## src/rtl/router_pkg.sv

```systemverilog
package router_pkg;
    typedef enum logic [1:0] {SP_CFG = 2'd0, SP_MEM = 2'd1, SP_IO = 2'd2, SP_RSVD = 2'd3} space_e;
    typedef enum logic [1:0] {DST_LOCAL = 2'd0, DST_UP = 2'd1, DST_DOWN = 2'd2, DST_ABORT = 2'd3} dest_e;
    typedef enum logic [1:0] {OP_FUNC = 2'd0, OP_MEM = 2'd1, OP_IO = 2'd2, OP_BRIDGE = 2'd3} op_e;
    typedef enum logic {ST_IDLE = 1'b0, ST_ROUTE = 1'b1} rstate_e;
    localparam int BUS_LSB   = 20;
    localparam int DEV_SHIFT = 15;
    localparam int FN_SHIFT  = 12;
    localparam int DEVFN_W   = 8;
    localparam int BUS_W     = 8;
endpackage

```

## src/rtl/rt_win_table.sv

```systemverilog
module rt_win_table #(
    parameter int NW = 8,
    parameter int AW = 32,
    parameter int PW = 4
) (
    input  logic          clk,
    input  logic          rst_n,
    input  logic          wr_en,
    input  logic [AW-1:0] wr_base,
    input  logic [AW-1:0] wr_last,
    input  logic [PW-1:0] wr_port,
    output logic          wr_ok,
    input  logic [AW-1:0] lk_addr,
    output logic          lk_hit,
    output logic [PW-1:0] lk_port
);
    localparam int IW = (NW > 1) ? $clog2(NW) : 1;

    logic [NW-1:0] vld;
    logic [AW-1:0] lo [NW];
    logic [AW-1:0] hi [NW];
    logic [PW-1:0] prt [NW];
    logic [NW-1:0] clash, hit;
    logic          free_any;
    logic [IW-1:0] free_idx;

    always_comb begin
        free_any = 1'b0;
        free_idx = '0;
        lk_port  = '0;
        for (int i = NW - 1; i >= 0; i--) begin
            clash[i] = vld[i] && (wr_base <= hi[i]) && (wr_last >= lo[i]);
            hit[i]   = vld[i] && (lk_addr >= lo[i]) && (lk_addr <= hi[i]);
            if (!vld[i]) begin
                free_any = 1'b1;
                free_idx = IW'(i);
            end
        end
        for (int i = 0; i < NW; i++)
            if (hit[i]) lk_port = lk_port | prt[i];
        lk_hit = |hit;
        wr_ok  = free_any && !(|clash);
    end

    always_ff @(posedge clk or negedge rst_n) begin
        if (!rst_n) vld <= '0;
        else if (wr_en && wr_ok) vld[free_idx] <= 1'b1;
    end

    always_ff @(posedge clk) begin
        if (wr_en && wr_ok) begin
            lo[free_idx]  <= wr_base;
            hi[free_idx]  <= wr_last;
            prt[free_idx] <= wr_port;
        end
    end


    single_window_hit_chk: assert property (@(posedge clk) disable iff (!rst_n) $onehot0(hit));

    reject_keeps_windows_chk: assert property (@(posedge clk) disable iff (!rst_n)
        (wr_en && !wr_ok) |=> $stable(vld));
endmodule

```

## src/rtl/rt_fn_table.sv

```systemverilog
module rt_fn_table #(
    parameter int NF = 8,
    parameter int KW = 8,
    parameter int PW = 4
) (
    input  logic          clk,
    input  logic          rst_n,
    input  logic          wr_en,
    input  logic [KW-1:0] wr_key,
    input  logic [PW-1:0] wr_port,
    output logic          wr_ok,
    input  logic [KW-1:0] lk_key,
    output logic          lk_hit,
    output logic [PW-1:0] lk_port
);
    localparam int IW = (NF > 1) ? $clog2(NF) : 1;

    logic [NF-1:0] vld;
    logic [KW-1:0] key [NF];
    logic [PW-1:0] prt [NF];
    logic [NF-1:0] dup, hit;
    logic          free_any;
    logic [IW-1:0] free_idx;

    always_comb begin
        free_any = 1'b0;
        free_idx = '0;
        lk_port  = '0;
        for (int i = NF - 1; i >= 0; i--) begin
            dup[i] = vld[i] && (key[i] == wr_key);
            hit[i] = vld[i] && (key[i] == lk_key);
            if (!vld[i]) begin
                free_any = 1'b1;
                free_idx = IW'(i);
            end
        end
        for (int i = 0; i < NF; i++)
            if (hit[i]) lk_port = lk_port | prt[i];
        lk_hit = |hit;
        wr_ok  = free_any && !(|dup);
    end

    always_ff @(posedge clk or negedge rst_n) begin
        if (!rst_n) vld <= '0;
        else if (wr_en && wr_ok) vld[free_idx] <= 1'b1;
    end

    always_ff @(posedge clk) begin
        if (wr_en && wr_ok) begin
            key[free_idx] <= wr_key;
            prt[free_idx] <= wr_port;
        end
    end


    unique_function_chk: assert property (@(posedge clk) disable iff (!rst_n) $onehot0(hit));
endmodule

```

## src/rtl/rt_br_table.sv

```systemverilog
module rt_br_table #(
    parameter int NB = 4,
    parameter int BW = 8,
    parameter int PW = 4
) (
    input  logic          clk,
    input  logic          rst_n,
    input  logic          wr_en,
    input  logic [BW-1:0] wr_sec,
    input  logic [BW-1:0] wr_sub,
    input  logic [PW-1:0] wr_port,
    output logic          wr_ok,
    input  logic [BW-1:0] lk_bus,
    output logic          lk_hit,
    output logic [PW-1:0] lk_port
);
    localparam int IW = (NB > 1) ? $clog2(NB) : 1;

    logic [NB-1:0] vld;
    logic [BW-1:0] sec [NB];
    logic [BW-1:0] sub [NB];
    logic [PW-1:0] prt [NB];
    logic [NB-1:0] match;
    logic          free_any;
    logic [IW-1:0] free_idx;

    always_comb begin
        free_any = 1'b0;
        free_idx = '0;
        lk_port  = '0;
        for (int i = NB - 1; i >= 0; i--) begin
            match[i] = vld[i] && (sec[i] <= lk_bus) && (lk_bus <= sub[i]);
            if (match[i]) lk_port = prt[i];
            if (!vld[i]) begin
                free_any = 1'b1;
                free_idx = IW'(i);
            end
        end
        lk_hit = |match;
        wr_ok  = free_any && (wr_sec <= wr_sub);
    end

    always_ff @(posedge clk or negedge rst_n) begin
        if (!rst_n) vld <= '0;
        else if (wr_en && wr_ok) vld[free_idx] <= 1'b1;
    end

    always_ff @(posedge clk) begin
        if (wr_en && wr_ok) begin
            sec[free_idx] <= wr_sec;
            sub[free_idx] <= wr_sub;
            prt[free_idx] <= wr_port;
        end
    end
endmodule

```

## src/rtl/seg_router.sv

```systemverilog
module seg_router
    import router_pkg::*;
#(
    parameter int AW   = 32,
    parameter int PW   = 4,
    parameter int NWIN = 8,
    parameter int NBR  = 4
) (
    input  logic          clk,
    input  logic          rst_n,
    input  logic [7:0]    seg_bus,
    input  logic [15:0]   up_req_id,
    input  logic          prog_valid,
    input  logic [1:0]    prog_op,
    input  logic [7:0]    prog_devfn,
    input  logic [AW-1:0] prog_base,
    input  logic [AW-1:0] prog_size,
    input  logic [7:0]    prog_sec,
    input  logic [7:0]    prog_sub,
    input  logic [PW-1:0] prog_port,
    output logic          prog_done,
    output logic          prog_ok,
    input  logic          req_valid,
    input  logic [1:0]    req_space,
    input  logic [AW-1:0] req_addr,
    input  logic [15:0]   req_id,
    output logic          rt_valid,
    output logic [1:0]    rt_dest,
    output logic [PW-1:0] rt_port,
    output logic          rt_type1,
    output logic [AW-1:0] rt_addr
);
    // programming side
    logic [AW:0]   span_sum;
    logic [AW-1:0] span_last;
    logic          span_ok, size_zero;
    logic          fn_we, mem_we, io_we, br_we;
    logic          fn_wok, mem_wok, io_wok, br_wok, ok_d;

    assign span_sum  = {1'b0, prog_base} + {1'b0, prog_size};
    assign span_last = prog_base + prog_size - AW'(1);
    assign span_ok   = !(span_sum[AW] && (|span_sum[AW-1:0]));
    assign size_zero = (prog_size == '0);
    assign fn_we     = prog_valid && (op_e'(prog_op) == OP_FUNC);
    assign mem_we    = prog_valid && (op_e'(prog_op) == OP_MEM) && !size_zero && span_ok;
    assign io_we     = prog_valid && (op_e'(prog_op) == OP_IO) && !size_zero && span_ok;
    assign br_we     = prog_valid && (op_e'(prog_op) == OP_BRIDGE);

    // lookup side
    logic          fn_hit, mem_hit, io_hit, br_hit;
    logic [PW-1:0] fn_port, mem_port, io_port, br_port;
    logic [BUS_W-1:0]   req_bus;
    logic [DEVFN_W-1:0] req_devfn;

    assign req_bus   = req_addr[BUS_LSB +: BUS_W];
    assign req_devfn = req_addr[FN_SHIFT +: DEVFN_W];

    rt_fn_table #(.NF(NWIN), .KW(DEVFN_W), .PW(PW)) fn_tbl_i (
        .clk, .rst_n, .wr_en(fn_we), .wr_key(prog_devfn), .wr_port(prog_port), .wr_ok(fn_wok),
        .lk_key(req_devfn), .lk_hit(fn_hit), .lk_port(fn_port));

    rt_win_table #(.NW(NWIN), .AW(AW), .PW(PW)) mem_tbl_i (
        .clk, .rst_n, .wr_en(mem_we), .wr_base(prog_base), .wr_last(span_last), .wr_port(prog_port),
        .wr_ok(mem_wok), .lk_addr(req_addr), .lk_hit(mem_hit), .lk_port(mem_port));

    rt_win_table #(.NW(NWIN), .AW(AW), .PW(PW)) io_tbl_i (
        .clk, .rst_n, .wr_en(io_we), .wr_base(prog_base), .wr_last(span_last), .wr_port(prog_port),
        .wr_ok(io_wok), .lk_addr(req_addr), .lk_hit(io_hit), .lk_port(io_port));

    rt_br_table #(.NB(NBR), .BW(BUS_W), .PW(PW)) br_tbl_i (
        .clk, .rst_n, .wr_en(br_we), .wr_sec(prog_sec), .wr_sub(prog_sub), .wr_port(prog_port),
        .wr_ok(br_wok), .lk_bus(req_bus), .lk_hit(br_hit), .lk_port(br_port));

    always_comb begin
        unique case (op_e'(prog_op))
            OP_FUNC:   ok_d = fn_wok;
            OP_MEM:    ok_d = size_zero || (span_ok && mem_wok);
            OP_IO:     ok_d = size_zero || (span_ok && io_wok);
            OP_BRIDGE: ok_d = br_wok;
            default:   ok_d = 1'b0;
        endcase
    end

    // route decision
    dest_e         dst_d;
    logic [PW-1:0] port_d;
    logic          t1_d;
    logic [AW-1:0] addr_d;
    logic          from_up;

    assign from_up = (req_id == up_req_id);

    always_comb begin
        dst_d  = from_up ? DST_ABORT : DST_UP;
        port_d = '0;
        t1_d   = 1'b0;
        addr_d = from_up ? '0 : req_addr;
        unique case (space_e'(req_space))
            SP_CFG: begin
                if (req_bus != seg_bus) begin
                    dst_d  = br_hit ? DST_DOWN : DST_ABORT;
                    port_d = br_hit ? br_port : '0;
                    t1_d   = br_hit;
                    addr_d = br_hit ? req_addr : '0;
                end else if (fn_hit) begin
                    dst_d  = DST_LOCAL;
                    port_d = fn_port;
                    addr_d = req_addr - (AW'(seg_bus) << BUS_LSB) - (AW'(req_devfn) << FN_SHIFT);
                end
            end
            SP_MEM: if (mem_hit) begin
                dst_d  = DST_LOCAL;
                port_d = mem_port;
                addr_d = req_addr;
            end
            SP_IO: if (io_hit) begin
                dst_d  = DST_LOCAL;
                port_d = io_port;
                addr_d = req_addr;
            end
            default: begin
                dst_d  = DST_ABORT;
                addr_d = '0;
            end
        endcase
    end

    // state register
    rstate_e state_q;

    always_ff @(posedge clk or negedge rst_n) begin
        if (!rst_n) state_q <= ST_IDLE;
        else        state_q <= req_valid ? ST_ROUTE : ST_IDLE;
    end

    // output registers
    always_ff @(posedge clk or negedge rst_n) begin
        if (!rst_n) begin
            rt_dest   <= '0;
            rt_port   <= '0;
            rt_type1  <= 1'b0;
            rt_addr   <= '0;
            prog_done <= 1'b0;
            prog_ok   <= 1'b0;
        end else begin
            prog_done <= prog_valid;
            if (prog_valid) prog_ok <= ok_d;
            if (req_valid) begin
                rt_dest  <= dst_d;
                rt_port  <= port_d;
                rt_type1 <= t1_d;
                rt_addr  <= addr_d;
            end
        end
    end

    assign rt_valid = (state_q == ST_ROUTE);


    route_pulse_chk: assert property (@(posedge clk) disable iff (!rst_n) req_valid |=> rt_valid);

    no_stray_route_chk: assert property (@(posedge clk) disable iff (!rst_n) !req_valid |=> !rt_valid);

    rsvd_space_abort_chk: assert property (@(posedge clk) disable iff (!rst_n)
        (req_valid && req_space == 2'd3) |=> (rt_dest == 2'd3 && rt_addr == '0));

    no_echo_upstream_chk: assert property (@(posedge clk) disable iff (!rst_n)
        (req_valid && req_id == up_req_id) |=> (rt_dest != 2'd1));

    foreign_bus_cfg_chk: assert property (@(posedge clk) disable iff (!rst_n)
        (req_valid && req_space == 2'd0 && req_addr[27:20] != seg_bus)
        |=> (rt_dest == 2'd2 || rt_dest == 2'd3));

    prog_ack_chk: assert property (@(posedge clk) disable iff (!rst_n) prog_valid |=> prog_done);
endmodule

```

## config.mk

```make
export PLATFORM = sky130hd
export DESIGN_NAME = seg_router
export DESIGN_NICKNAME = d
export VERILOG_FILES = /design/src/rtl/router_pkg.sv /design/src/rtl/rt_win_table.sv /design/src/rtl/rt_fn_table.sv /design/src/rtl/rt_br_table.sv /design/src/rtl/seg_router.sv
export SDC_FILE = /design/constraint.sdc
export NUM_CORES = 2
export LEC_CHECK = 0
export ABC_AREA = 1
export BUFFER_PORTS_ARGS = -buffer_cell sky130_fd_sc_hd__buf_2
export CAP_MARGIN = 20
export CORE_MARGIN = 10
export CORE_UTILIZATION = 30
export DETAILED_ROUTE_END_ITERATION = 10
export PLACE_DENSITY = 0.41
export SYNTH_ARGS = -nofsm -noshare
export SYNTH_HDL_FRONTEND = slang
export SYNTH_SLANG_ARGS = --single-unit
```

## constraint.sdc

```tcl
create_clock -name clk -period 11.5 [get_ports clk]
set_input_delay 0.575 -clock clk [delete_from_list [all_inputs] [get_ports clk]]
set_output_delay 0.575 -clock clk [all_outputs]
set_load 0.1 [all_outputs]
```

### Word level (Yosys, flattened, before mapping)

Memories as Yosys holds them, arrays and structs flattened.
Cells that the tools add are included.

* word-level logic and storage cells: 409
* bits of input ports: 172
* RAM bits: 1264
* memory bits (read-only): 0
* bits in latches: 0
* memories: 11
* flip-flop bits (word level): 70
* output and inout port bits: 42

Memories
* io_tbl_i.hi: depth 8, bits a word 32, read ports 8, clocked after Yosys merged registers in 0, write ports 1, RTL line rt_win_table.sv:21 `logic [AW-1:0] hi [NW];`
* io_tbl_i.lo: depth 8, bits a word 32, read ports 8, clocked after Yosys merged registers in 0, write ports 1, RTL line rt_win_table.sv:20 `logic [AW-1:0] lo [NW];`
* mem_tbl_i.hi: depth 8, bits a word 32, read ports 8, clocked after Yosys merged registers in 0, write ports 1, RTL line rt_win_table.sv:21
* mem_tbl_i.lo: depth 8, bits a word 32, read ports 8, clocked after Yosys merged registers in 0, write ports 1, RTL line rt_win_table.sv:20
* fn_tbl_i.key: depth 8, bits a word 8, read ports 8, clocked after Yosys merged registers in 0, write ports 1, RTL line rt_fn_table.sv:19 `logic [KW-1:0] key [NF];`
* br_tbl_i.sec: depth 4, bits a word 8, read ports 4, clocked after Yosys merged registers in 0, write ports 1, RTL line rt_br_table.sv:20 `logic [BW-1:0] sec [NB];`
* +5 memories

* bitwise gates (word level): 25
* shift operators: 0
* $add $sub $neg: 5
* reduce and logical (&&, ||, !) cells: 129
* $lt $le $gt $ge: 81
* multiplexer cells: 124
* equal/unequal tests: 23
* divide/modulo/power cells: 0
* multiply operators: 0

Operators by type and width (number)
* $ge 32x32->1: 32
* $le 32x32->1: 32
* $mux 32: 6
* $mux 4: 33
* $eq 8x8->1: 16
* $logic_and 1x1->1: 111
* $pmux 32 s3: 1
* $or 4x4->4: 22
* $le 8x8->1: 9
* $mux 3: 24
* $reduce_or 8->1: 6
* $mux 1: 44
* $add 32x32->33: 1
* $add 32x32->32: 1
* $logic_not 32->1: 1
* $reduce_or 32->1: 1
* $sub 32x1->32 const B: 1
* $sub 32x20->32: 1
* $sub 32x28->32: 1
* $or 8x8->8: 3
* $mux 2: 9
* $eq 16x16->1: 1
* $lt 3x4->1 const B: 3
* $pmux 4 s3: 1
* other kinds (14): 27

### Logic depth before layout (Yosys ltp)

* depth after elaboration: 20
* gate-level depth with buffers: 40
* gate-level depth less buffers: 39

### Hierarchy

Synthesis repeated with hierarchy kept, for this count alone.

* cell total of the unflattened synthesis: 11153
* area, all modules: 101787.6 µm²

By module, submodules not included
* rt_win_table at mem_tbl_i: instances 1, area each 41770.1 µm², cells each 4395, seq. area each 16535.9 µm²
* rt_win_table at io_tbl_i: instances 1, area each 41762.6 µm², cells each 4389, seq. area each 16535.9 µm²
* seg_router: instances 1, area each 7905.1 µm², cells each 1329, seq. area each 1051.0 µm²
* rt_fn_table: instances 1, area each 5725.5 µm², cells each 613, seq. area each 3083.0 µm²
* rt_br_table: instances 1, area each 4624.4 µm², cells each 427, seq. area each 2502.4 µm²

### Least setup slack after synthesis

OpenSTA, ideal clock, no wires.

* path type: input -> register
* from: in prog_base[0]
* to: mem mem_tbl_i.hi[6][0], enable pin
* stages: 29
* arrival: 10.297 ns
* slack: 0.624 ns
* setup time: 0.579 ns
* path through: inv_1 -> ha_1 -> inv_1 -> ha_1 -> fa_1 -> nand3_1 -> nand2_1 -> nand2_1 -> o211ai_1 -> a21oi_1 -> o21ai_1 -> a21oi_1 -> o21bai_1 -> a21boi_1 -> o21ai_0 -> xor2_1 -> ha_1 -> a21oi_1 -> o21ai_0 -> or2_2 -> nor2_1 -> nand2_1 -> nor2_1 -> nor2_1 -> nor2_1 -> nand2_1 -> nor2_1 -> nand2_1 -> nor3_1

* cells in the longest elaborated chain, start to end: 10
* elaborated cells on any way between the ends: 45
* classes of those cells: add/sub (3); order compare (16); mux (2); reduce/logical (24)

RTL lines
* start: declaration: RTL line seg_router.sv:16 `input logic [AW-1:0] prog_base,`
* $add 32x32->32 (*): RTL line seg_router.sv:41 `assign span_last = prog_base + prog_size - AW'(1);`
* $sub 32x1->32 (*): RTL line seg_router.sv:41
* via io_tbl_i.wr_last[31]: RTL line rt_win_table.sv:10 `input logic [AW-1:0] wr_last,`
* $ge 32x32->1: RTL line rt_win_table.sv:32 `clash[i] = vld[i] && (wr_base <= hi[i]) && (wr_last >= lo[i]);`
* $logic_and 1x1->1: RTL line rt_win_table.sv:32
* $reduce_or 8->1 (*): RTL line rt_win_table.sv:42 `wr_ok = free_any && !(|clash);`
* $logic_not 1->1 (*): RTL line rt_win_table.sv:42
* $logic_and 1x1->1 (*): RTL line rt_win_table.sv:42
* $logic_and 1x1->1 (*): RTL line rt_win_table.sv:51 `if (wr_en && wr_ok) begin`
* $mux 1 (*): RTL line rt_win_table.sv:51
* $mux 1 (not written as such) (*): RTL line rt_win_table.sv:53 `hi[free_idx] <= wr_last;`
* end: declaration: RTL line rt_win_table.sv:21

Mark *: on every way through the listed nets, which the timed path passes. The rest lies on a longest branch.

### Worst setup path in the final report

* from: in prog_base[2]
* to: mem mem_tbl_i.lo[5][14], enable pin

* cells in the longest elaborated chain, start to end: 10
* elaborated cells on any way between the ends: 45
* classes of those cells: add/sub (3); order compare (16); mux (2); reduce/logical (24)

RTL lines
* $add 32x32->32 (*): RTL line seg_router.sv:41
* $sub 32x1->32 (*): RTL line seg_router.sv:41
* via io_tbl_i.wr_last[29]: RTL line rt_win_table.sv:10
* $ge 32x32->1: RTL line rt_win_table.sv:32
* $logic_and 1x1->1: RTL line rt_win_table.sv:32
* $reduce_or 8->1 (*): RTL line rt_win_table.sv:42
* $logic_not 1->1 (*): RTL line rt_win_table.sv:42
* $logic_and 1x1->1 (*): RTL line rt_win_table.sv:42
* $logic_and 1x1->1 (*): RTL line rt_win_table.sv:51
* $mux 1 (*): RTL line rt_win_table.sv:51
* $mux 1 (not written as such) (*): RTL line rt_win_table.sv:52 `lo[free_idx] <= wr_base;`
* end: declaration: RTL line rt_win_table.sv:20

Marked as above.

==> qor.txt <==
setup ws final: 2.73 ns
worst hold start: prog_sub[7]
Main synth FF type: edfxtp_1
Cell Area, Synth: 0.101 mm^2
Reg clk slew, reported paths: 0.05 ns
CP max FO: 34
Max-slew headroom: 18.7%
number of flops mapped to enable cells by yosys: 1264
Critical-path top delay cell: nor2_4
setup TNS: 0 ns
drt via density: 5.06
Slew @ Worst Pin: 1.22 ns
CTS buffer count: 174
Mapped Cells: 11200
die area: 0.362 mm^2
DRT Pass-1 Iters: 6
Async S/R FF share, synth: 5.25%
Ys Warns: 0
Max H-tree Level: 4
share of layout cells above drive strength 1: 7.04%
Max VDD drop: 0.0997 mV
pwr dens: 134 mW/mm^2
Buf/Inv on CP: 6
largest net degree at the start of global routing: 70
Cell variety after synth: 58
CP peak stage delay: 0.76 ns
Setup crit start: prog_base[2]
core area: 0.337 mm^2
initial antenna violation count: 54
Overflow after GRT: 0
Core Rows: 213
Synth Register Bits: 1334
register area share after synthesis: 39.2%
placed cells: 16100
routability cong.: 0.925
dpl hpwl: 310 mm
post-layout util: 34.6%
wire per inst: 26.1 um
Fin. Hold Viols: 0
syn_nets: 13600
Num Clock Sinks: 1334
Final nets: 14200
Die Width: 601 um
worst hold margin: 0.0600 ns
final wirelength: 430 mm
crit path launch type: input pin
cts repair resizes: 0
DP Worst Slack: 1.88 ns
Final Max Slew Viols: 0
Period Utilization, post-route: 76.2%
Reg2Reg Launch Point: mem_tbl_i.hi[7][31]
initial DRC count: 6788
final setup fails: 0
CTS root buffer: clkbuf_16
area grow syn2layout: 14.8%
via count: 83100
All-Layer GR Usage: 22.8%
max_cap viols: 0
Port Buffer Count: 213
DRC: 0
later-pin clock latency in the skew report: 0.90 ns
crit end category: flop
first-pass GRT wire length: 600 mm
P_leak: 55.6 nW
number of non-filler instances in the completed layout: 16400
Layout Skew: 0.0671 ns
HP Class: in2reg
number of global-route vias before repair: 82400
maximum clock rate: 114 MHz
antenna viol nets, final: 0
TritonCTS clock tree: yes
status: finished, final reports clean
reg2reg setup slack: 6.41 ns
Die H: 601 um
Mean Syn Cell Area: 9.09 um^2
Initial Utilization: 30.1%
CP Class: in2reg
Fillers: 34400
min Tclk post-route: 8.77 ns
Top-Level Pins: 214
CP arrival: 9.32 ns
clk buf depth: 4
worst path required time: 12.05 ns
RSZ-0062 raised after global routing: false
CP top delay family: simple AND/OR/NAND/NOR gates
==> worst register-to-register path: stages (launching register included) <==
cell	delay, ns
edfxtp_1	0.33
inv_1	0.06
ha_1	0.29
nand2_1	0.07
nor2_1	0.14
nand2_1	0.19
nor4_1	0.83
nand2_1	0.12
nand2_1	0.10
nand2_1	0.23
nand3_1	0.32
nand3_1	0.11
nor2_1	0.17
nand2_1	0.11
nor2_1	0.14
nand2_1	0.43
nor2_4	0.77
buf_12	0.34
==> repair_timing <==
item / 4_1_cts / 5_1_grt
hold buffers: 17 / 0
buffers inserted: 0 / 0
hold endpoints to repair: 97 / 0
==> area by class of cell <==
| cell class | count | area (um^2) | share of cell area (%) |
|---|---|---|---|
| multi-input cells | 7885 | 55000 | 47.2 |
| flip-flops and latches | 1334 | 39700 | 34.1 |
| inverters | 1895 | 7110 | 6.11 |
| well taps | 4515 | 5650 | 4.85 |
| clock buffers | 225 | 4740 | 4.07 |
| repair buffers | 470 | 3390 | 2.91 |
| clock inverters | 94 | 805 | 0.691 |
| diodes | 13 | 32.5 | 0.0279 |
==> final timing paths <==
check | endpoint | cells after the start
hold / removal | br_tbl_i.sub[1][7] | 1
setup reg to reg | mem_tbl_i.lo[5][14] | 17
max in group asynchronous | io_tbl_i.vld[6] | 3
min in group asynchronous | rt_port[0] | 2
hold reg to reg | rt_addr[27] | 2
setup / recovery | mem_tbl_i.lo[5][14] | 32
==> cells in the mapped netlist (8+ instances only) <==
cell / number / area share, %
nor4_2: 8 / 0.099
nor3_1: 83 / 0.41
nand2_2: 8 / 0.049
o22ai_1: 36 / 0.22
nor2_2: 11 / 0.068
o21ai_0: 404 / 2.0
nand2_1: 2217 / 8.2
clkbuf_1: 21 / 0.078
inv_1: 1883 / 7.0
nand3_2: 9 / 0.089
a31oi_1: 12 / 0.074
nor2_1: 697 / 2.6
a21o_1: 15 / 0.11
nand3_1: 344 / 1.7
nand3b_1: 21 / 0.16
inv_2: 11 / 0.041
or2_2: 12 / 0.074
buf_2: 15 / 0.074
xor2_1: 71 / 0.61
edfxtp_1: 1264 / 37
nand4_1: 262 / 1.6
o21bai_1: 36 / 0.27
a21oi_1: 1086 / 5.4
dfrtp_1: 70 / 1.7
ha_1: 2236 / 28
o21a_1: 81 / 0.60
nor4_1: 62 / 0.38
o211ai_1: 54 / 0.40
a211oi_1: 12 / 0.089
xnor2_1: 32 / 0.28
==> report_power, final <==
part / internal [W] / leakage [nW] / switching [W]
clock network: 0.00314 / 2.71 / 0.00234
registers: 0.00557 / 12.2 / 0.0000648
logic: 0.00126 / 40.7 / 0.00328
total: 0.00996 / 55.6 / 0.00569
==> logic make-up (layout without fill, tap and decap cells) <==
kind of cell | after synthesis | in the layout | synth area share, %
buffers and inverters | 1932 | 2684 | 7.17
XOR/XNOR | 103 | 103 | 0.890
adder cells (fa/ha/maj) | 2238 | 2238 | 27.6
AND/OR/NAND/NOR | 3776 | 3776 | 15.8
flip-flops | 1334 | 1334 | 39.2
other | 0 | 13 | 0
AO/OA/AOI/OAI | 1768 | 1768 | 9.36
==> stage by stage <==
stage | area (um^2) | power, W
after detailed placement | 111000 | 0.0102
after CTS | 116000 | 0.0158
after floorplan | 101000 | 0.00800
final | 116000 | 0.0157
after global placement | 111000 | 0.0102
after global routing | 116000 | 0.0164
==> layer usage <==
| layer | share of wire, % | GRT usage [%] | vias to the layer above |
|---|---|---|---|
| met3 | 5.3 | 2.71 | 624 |
| li1 | - | - | 39700 |
| met2 | 45 | 37.5 | 2507 |
| met4 | 5.0 | 9.45 | 6 |
| met1 | 44 | 30.4 | 40300 |
| met5 | 0.0081 | 0 | - |
==> state kept, by name, summed over array words and instances, names as in the netlist, 2 cells and up <==
register,count
fn_tbl_i.key,64
rt_dest,2
mem_tbl_i.lo,256
io_tbl_i.vld,8
mem_tbl_i.hi,256
mem_tbl_i.prt,32
rt_port,4
br_tbl_i.sec,32
fn_tbl_i.prt,32
io_tbl_i.hi,256
io_tbl_i.lo,256
rt_addr,32
mem_tbl_i.vld,8
br_tbl_i.vld,4
br_tbl_i.prt,16
br_tbl_i.sub,32
fn_tbl_i.vld,8
io_tbl_i.prt,32
==> cells in the final DEF, fill, tap and decap left out, types with 15 or more instances in the layout <==
cell              n
edfxtp_1       1264
o21ai_0         404
o211ai_1         54
xor2_4           19
nand3_1         344
dfrtp_1          70
nand4_1         262
buf_2           200
ha_1           2235
o21bai_1         36
inv_1          1877
clkbuf_16       179
buf_4           226
nand3b_1         21
clkbuf_1         37
nand2_1        2217
xor2_1           52
nor4_2           15
nor3_1           77
nor2_1          686
a21oi_1        1086
dlygate4sd3_1    17
a21o_1           15
o21a_1           81
clkinv_1         36
o22ai_1          36
clkinv_2         33
buf_12           25
nor4_1           54
xnor2_1          26
inv_2            16
No activity file was read; power rests on OpenSTA's default activity.
